[src/rtl/xcvr_pkg.sv]
`timescale 1ns/1ps
package xcvr_pkg;
  parameter int unsigned SECT_W_DEF   = 8;
  parameter int unsigned NUM_SECT_DEF = 2;

  // Active-low control set of one direction path.
  typedef struct packed {
    logic en_n;   // direction enable: gates load and drive
    logic cap_n;  // capture control: low = follow input
    logic oe_n;   // output control
  } path_ctl_t;
endpackage

[src/rtl/xcvr_path.sv]
`timescale 1ns/1ps
module xcvr_path
  import xcvr_pkg::*;
#(
  parameter int unsigned W = SECT_W_DEF
) (
  input  logic         clk,
  input  logic         rst_n,
  input  path_ctl_t    ctl,
  input  logic [W-1:0] din,
  output logic [W-1:0] dout,
  output logic         drive
);
  logic [W-1:0] store_q;
  logic [W-1:0] store_nxt;
  logic         load;

  // Next-state: clock enable and data.
  always_comb begin
    load      = ~ctl.en_n & ~ctl.cap_n;
    store_nxt = din;
  end

  always_ff @(posedge clk or negedge rst_n) begin
    if (!rst_n)     store_q <= '0;
    else if (load)  store_q <= store_nxt;
  end

  assign dout  = store_q;
  assign drive = ~(ctl.en_n | ctl.oe_n);

  assert_load_R2: assert property (@(posedge clk) disable iff (!rst_n)
    (!ctl.en_n && !ctl.cap_n) |=> dout == $past(din));

  assert_hold_R3: assert property (@(posedge clk) disable iff (!rst_n)
    ctl.cap_n |=> $stable(dout));

  assert_blocked_R6: assert property (@(posedge clk) disable iff (!rst_n)
    ctl.en_n |=> $stable(dout));

  assert_no_drive_en_R5: assert property (@(posedge clk)
    ctl.en_n |-> !drive);

  assert_no_drive_oe_R5: assert property (@(posedge clk)
    ctl.oe_n |-> !drive);

  assert_reset_clear_R8: assert property (@(posedge clk)
    !rst_n |-> dout == '0);
endmodule

[src/rtl/xcvr_section.sv]
`timescale 1ns/1ps
module xcvr_section
  import xcvr_pkg::*;
#(
  parameter int unsigned W = SECT_W_DEF
) (
  input  logic         clk,
  input  logic         rst_n,
  input  path_ctl_t    a2b_ctl,
  input  path_ctl_t    b2a_ctl,
  input  logic [W-1:0] a_in,
  input  logic [W-1:0] b_in,
  output logic [W-1:0] a_out,
  output logic [W-1:0] b_out,
  output logic         a_drv,
  output logic         b_drv
);
  // A-to-B: loads from port A, presents on port B.
  xcvr_path #(.W(W)) u_a2b (
    .clk(clk), .rst_n(rst_n), .ctl(a2b_ctl),
    .din(a_in), .dout(b_out), .drive(b_drv)
  );

  // B-to-A: loads from port B, presents on port A.
  xcvr_path #(.W(W)) u_b2a (
    .clk(clk), .rst_n(rst_n), .ctl(b2a_ctl),
    .din(b_in), .dout(a_out), .drive(a_drv)
  );

  // a load in one direction leaves the other register alone.
  assert_dir_isolated_R7: assert property (@(posedge clk) disable iff (!rst_n)
    (!a2b_ctl.en_n && !a2b_ctl.cap_n && b2a_ctl.cap_n) |=> $stable(a_out));
endmodule

[src/rtl/bus_xcvr.sv]
`timescale 1ns/1ps
module bus_xcvr
  import xcvr_pkg::*;
#(
  parameter int unsigned SECT_W   = SECT_W_DEF,
  parameter int unsigned NUM_SECT = NUM_SECT_DEF,
  localparam int unsigned BUS_W   = SECT_W * NUM_SECT
) (
  input  logic                clk,
  input  logic                rst_n,
  input  logic [BUS_W-1:0]    a_in,
  output logic [BUS_W-1:0]    a_out,
  output logic [NUM_SECT-1:0] a_drv,
  input  logic [BUS_W-1:0]    b_in,
  output logic [BUS_W-1:0]    b_out,
  output logic [NUM_SECT-1:0] b_drv,
  input  logic [NUM_SECT-1:0] a2b_en_n,
  input  logic [NUM_SECT-1:0] a2b_cap_n,
  input  logic [NUM_SECT-1:0] a2b_oe_n,
  input  logic [NUM_SECT-1:0] b2a_en_n,
  input  logic [NUM_SECT-1:0] b2a_cap_n,
  input  logic [NUM_SECT-1:0] b2a_oe_n
);
  for (genvar s = 0; s < NUM_SECT; s++) begin : g_sect
    path_ctl_t a2b_ctl;
    path_ctl_t b2a_ctl;

    assign a2b_ctl = '{en_n: a2b_en_n[s], cap_n: a2b_cap_n[s], oe_n: a2b_oe_n[s]};
    assign b2a_ctl = '{en_n: b2a_en_n[s], cap_n: b2a_cap_n[s], oe_n: b2a_oe_n[s]};

    xcvr_section #(.W(SECT_W)) u_sect (
      .clk    (clk),
      .rst_n  (rst_n),
      .a2b_ctl(a2b_ctl),
      .b2a_ctl(b2a_ctl),
      .a_in   (a_in [s*SECT_W +: SECT_W]),
      .b_in   (b_in [s*SECT_W +: SECT_W]),
      .a_out  (a_out[s*SECT_W +: SECT_W]),
      .b_out  (b_out[s*SECT_W +: SECT_W]),
      .a_drv  (a_drv[s]),
      .b_drv  (b_drv[s])
    );

    // an idle section keeps its B-side slice whatever the other does.
    assert_sect_quiet_R1: assert property (@(posedge clk) disable iff (!rst_n)
      (a2b_en_n[s] || a2b_cap_n[s]) |=> $stable(b_out[s*SECT_W +: SECT_W]));
  end
endmodule

[config.mk]
export PLATFORM = sky130hd
export DESIGN_NAME = bus_xcvr
export DESIGN_NICKNAME = d
export VERILOG_FILES = /design/src/rtl/xcvr_pkg.sv /design/src/rtl/xcvr_path.sv /design/src/rtl/xcvr_section.sv /design/src/rtl/bus_xcvr.sv
export SDC_FILE = /design/constraint.sdc
export NUM_CORES = 1
export LEC_CHECK = 0
export BUFFER_PORTS_ARGS = -buffer_cell sky130_fd_sc_hd__buf_2
export CORE_UTILIZATION = 44
export DETAILED_ROUTE_END_ITERATION = 10
export PLACE_DENSITY = 0.83
export SYNTH_ARGS = -nofsm -noshare
export SYNTH_HDL_FRONTEND = slang
export SYNTH_SLANG_ARGS = --single-unit
[constraint.sdc]
create_clock -name clk -period 1.25 [get_ports clk]
set_input_delay 0.25 -clock clk [delete_from_list [all_inputs] [get_ports clk]]
set_output_delay 0.25 -clock clk [all_outputs]
set_load 0.02 [all_outputs]
; After elaboration in Yosys (flattened, before gate mapping)
; Index checks and enable logic that the tools add are counted.
[word_totals]
ff_bits = 32
output_inout_bits = 36
in_bits = 46
[classes]
bitwise_logic = 20
[op_table]
columns = cell, n
row1 = 1-bit NOT, 12
row2 = 1-bit bitwise AND, 4
row3 = 1-bit OR, 4

; Depth between registers and ports, before layout
[depth]
depth_word = 2
ltp_mapped = 2

; By module
; A second synthesis with hierarchy kept.
[hier_totals]
cells_unflattened = 72
area_unflattened_um2 = 1221.2
[modules_own_cells]
columns = mod, n_inst, seq_area_each_um2, cells_per_inst, area_each_um2
row1 = xcvr_path, 4, 200.2, 18, 305.3

; Worst setup path after synthesis
; No wires, ideal clock.
[synth_path]
kind = in2reg
startpoint = input port a2b_en_n[0]
endpoint = register g_sect[0].u_sect.u_a2b.store_q[0]
slack_ps = 355
cell_stages = 2
required_ps = 1125
setup_time_ps = 125
t_arrival_ps = 770
cell_sequence = nor2_4 > mux2_2
[synth_via]
elab_chain_cells = 2
[synth_rtl]
columns = element, line_no
row1 = from (decl), bus_xcvr.sv:17  ; input logic [NUM_SECT-1:0] a2b_en_n,
row2 = 1-bit NOT, xcvr_path.sv:20  ; load = ~ctl.en_n & ~ctl.cap_n;
row3 = 1-bit bitwise AND, xcvr_path.sv:20
row4 = to (signal assigned), xcvr_path.sv:26  ; else if (load) store_q <= store_nxt;
row5 = to (decl), xcvr_path.sv:14  ; logic [W-1:0] store_q;
; Every way passes these cells.
; A chain may end at the register's enable or synchronous reset.

; Worst setup path after layout
[layout_path]
startpoint = register g_sect[0].u_sect.u_b2a.store_q[3]
endpoint = output port a_out[3]
[layout_lines]
columns = element, line_no
row1 = from (decl), xcvr_path.sv:14
row2 = from (signal assigned), xcvr_path.sv:26
row3 = to (decl), bus_xcvr.sv:12  ; output logic [BUS_W-1:0] a_out,
; No word-level cell between the ends.

==> key figures <==
Status
  • Outcome: complete, no violations

Die
  • Number of I/O pins: 82
  • Die W: 55.33 um
  • Die ar.: 3061 sq um
  • Num rows: 18
  • Initial Util: 0.4831
  • Die H: 55.33 um
  • Core box area: 2590 sq um

Placement
  • Detailed Place HPWL: 2.054 mm
  • Setup WS pre-CTS: 0.1484 ns
  • RD Place Congestion: 0.6650
  • Port bufs: 81

Timing
  • Worst-margin pin slew: 0.3994 ns
  • Slew headroom: 0.7337
  • Max frequency: 0.8764 GHz
  • Setup TNS: 0 ns
  • Post-route minimum period: 1.141 ns
  • Final period util: 0.9128
  • Endpoints failing setup: 0
  • Setup ws final: 0.1090 ns
  • Max Slew Vio Count: 0
  • Worst Clk Skew: 0 ns
  • RSZ-0062 raised after global routing: false
  • Hold Fails Final Rpt: 0

Clock tree
  • Skew-Pair Late Insertion Delay: 0.33 ns
  • CTS resizes: 0
  • CTS Buf Count: 5
  • Hold_buf cts: 1
  • H-tree levels: 2
  • Clk sink count: 32
  • Root Buffer: clkbuf_4
  • Worst-path clk slew: 0.09 ns
  • Max clock buf depth: 2
  • Post-CTS Setup Bufs: 0
  • CTS tree: yes

Setup path
  • Crit path DAT: 0.89 ns
  • WP data required: 1.00 ns
  • Top delay family on crit path: flip-flops
  • Max incr delay on CP: 0.40 ns
  • Crit-path slowest cell: dfrtp_1
  • Buf+Inv Stages, Crit Path: 1
  • CP startpoint kind: flop
  • Worst Path Max Fanout: 2
  • Setup CP Type: flop to output port
  • Critical path cell sequence: buf_2
  • CP Capture Type: output port

Pwr
  • Clock power share: 0.279
  • Reg power frac: 0.471
  • LEAKAGE: 0.8944 nW
  • Switching power: 0.0007756 W
  • VDD IR max: 0.9626 mV
  • P_int: 0.001904 W
  • Sw frac: 0.2895
  • P per Cell Area: 1513 nW/um^2
  • Gate power share: 0.250

Global routing
  • Largest net degree at the start of global routing: 18
  • First-pass GRT wire length: 4.347 mm
  • Met3 Use GR: 0.1101
  • Overflow left after global routing: 0
  • Routing usage on met2: 0.3219
  • GRT Overall Usage: 0.1890
  • Initial antenna violation count: 0
  • Vias in the first global route: 977
  • M1 GR Usage: 0.1876
  • Global routing's busiest layer: met2

Synth
  • Register area share after synthesis: 0.6400
  • Cells after Synth: 76
  • Top cells by area, synth: dfrtp_1 (64%), mux2_2 (29%), nor2_4 (3.6%), buf_4 (2.4%), nor2_1 (1.2%)
  • Post-Syn Area: 1251 sq um
  • Average cell area after synthesis: 16.46 sq um
  • Share of Yosys cell area claimed by the top area cell type: 0.6400
  • Distinct cells, synth: 5
  • Mapped Nets: 122
  • Synthesis Warnings: 0
  • Synth Register Bits: 32
  • Largest area contributor in the netlist: dfrtp_1

Run
  • Max cap viols: 0

Routing
  • DR vias/cell: 4.824
  • # DRC: 0
  • Antenna-violating nets left: 0
  • 1st-iter DRT viols: 10
  • Total routed wirelength: 2.570 mm
  • First-pass detailed-route iteration total: 2
  • Via count: 931
  • Wirelength per Cell: 13.32 um

Layout
  • Fillers: 203
  • Nets@finish: 208
  • Layout area overhead: 41.50%
  • Layout cell share with drive strength beyond 1: 0.7669
  • Antenna cell count: 0

Min path
  • Hold crit path type: primary input to flop
==> logic make-up after synthesis <==
logic type | Yosys count | synth area share
simple gates | 8 | 0.04799
buf+inv | 4 | 0.02400
flops | 32 | 0.6400
mux | 32 | 0.2880
==> per-layer routing <==
metal	wire length (um)	vias up
met5	0	-
met4	19	0
met3	303	4
met2	1374	59
met1	872	437
li1	-	431
==> power groups by stage <==
stage | Combinational (W) | Sequential, W | Clock [W]
6_report | 0.000669 | 0.00126 | 0.000747
5_1_grt | 0.000716 | 0.00128 | 0.000834
4_1_cts | 0.000680 | 0.00127 | 0.000781
3_5_place_dp | 0.000677 | 0.00128 | 0
3_3_place_gp | 0.000655 | 0.00127 | 0
2_1_floorplan | 0.000189 | 0.00147 | 0
==> layout make-up <==
class                           count  area, sq um  area share
Clock buffer                        6        41.29     0.02332
Clock inverter                      2        35.03     0.01979
Multi-Input combinational cell     40        420.4      0.2375
Sequential cell                    32        800.8      0.4523
Tap cell                           30        37.54     0.02120
Timing Repair Buffer               83        435.4      0.2459
==> through the flow <==
stage | total power (W) | utilization | std cells | hold WS (ns) | cell area, sq um
after floorplan | 0.001663 | - | 76 | -0.04559 | 1251
after global placement | 0.001927 | 0.6502 | 184 | 0.1827 | 1684
after detailed placement | 0.001959 | 0.6502 | 184 | 0.1941 | 1684
after CTS | 0.002727 | 0.6836 | 193 | 0.1230 | 1770
after global routing | 0.002834 | 0.6836 | 193 | 0.1152 | 1770
final | 0.002679 | 0.6836 | 193 | 0.1467 | 1770
==> synthesized netlist by cell type <==
| library cell | instances |
|---|---|
| buf_4 | 4 |
| dfrtp_1 | 32 |
| mux2_2 | 32 |
| nor2_1 | 4 |
| nor2_4 | 4 |
==> state kept, by name (all words and copies together), names as in the netlist <==
register                  flops
g_sect.u_sect.u_a2b.dout     16
g_sect.u_sect.u_b2a.dout     16
==> cell usage in the layout (no fill, tap or decap) <==
master,netlist,routed
dlygate4sd3_1,0,1
clkbuf_4,0,5
clkinv_2,0,1
mux2_2,32,32
nor2_4,4,4
dfrtp_1,32,32
nor2_1,4,4
clkbuf_1,0,1
buf_2,0,81
buf_12,0,1
bufinv_16,0,1
==> final timing paths <==
kind                                           startpoint                             end  slack, ns  cells past startpoint
max                        g_sect[0].u_sect.u_b2a.dout[3]                        a_out[3]       0.11                      1
min                                              a_in[14]  g_sect[1].u_sect.u_a2b.dout[6]       0.15                      2
max reg2reg                g_sect[1].u_sect.u_b2a.dout[6]  g_sect[1].u_sect.u_b2a.dout[6]       0.48                      1
min reg2reg                g_sect[1].u_sect.u_a2b.dout[7]  g_sect[1].u_sect.u_a2b.dout[7]       0.51                      1
max in group asynchronous                           rst_n  g_sect[1].u_sect.u_b2a.dout[0]       0.46                      3
min in group asynchronous                           rst_n  g_sect[1].u_sect.u_a2b.dout[2]       0.37                      2
Note: power is estimated with default switching activity, not from simulation.
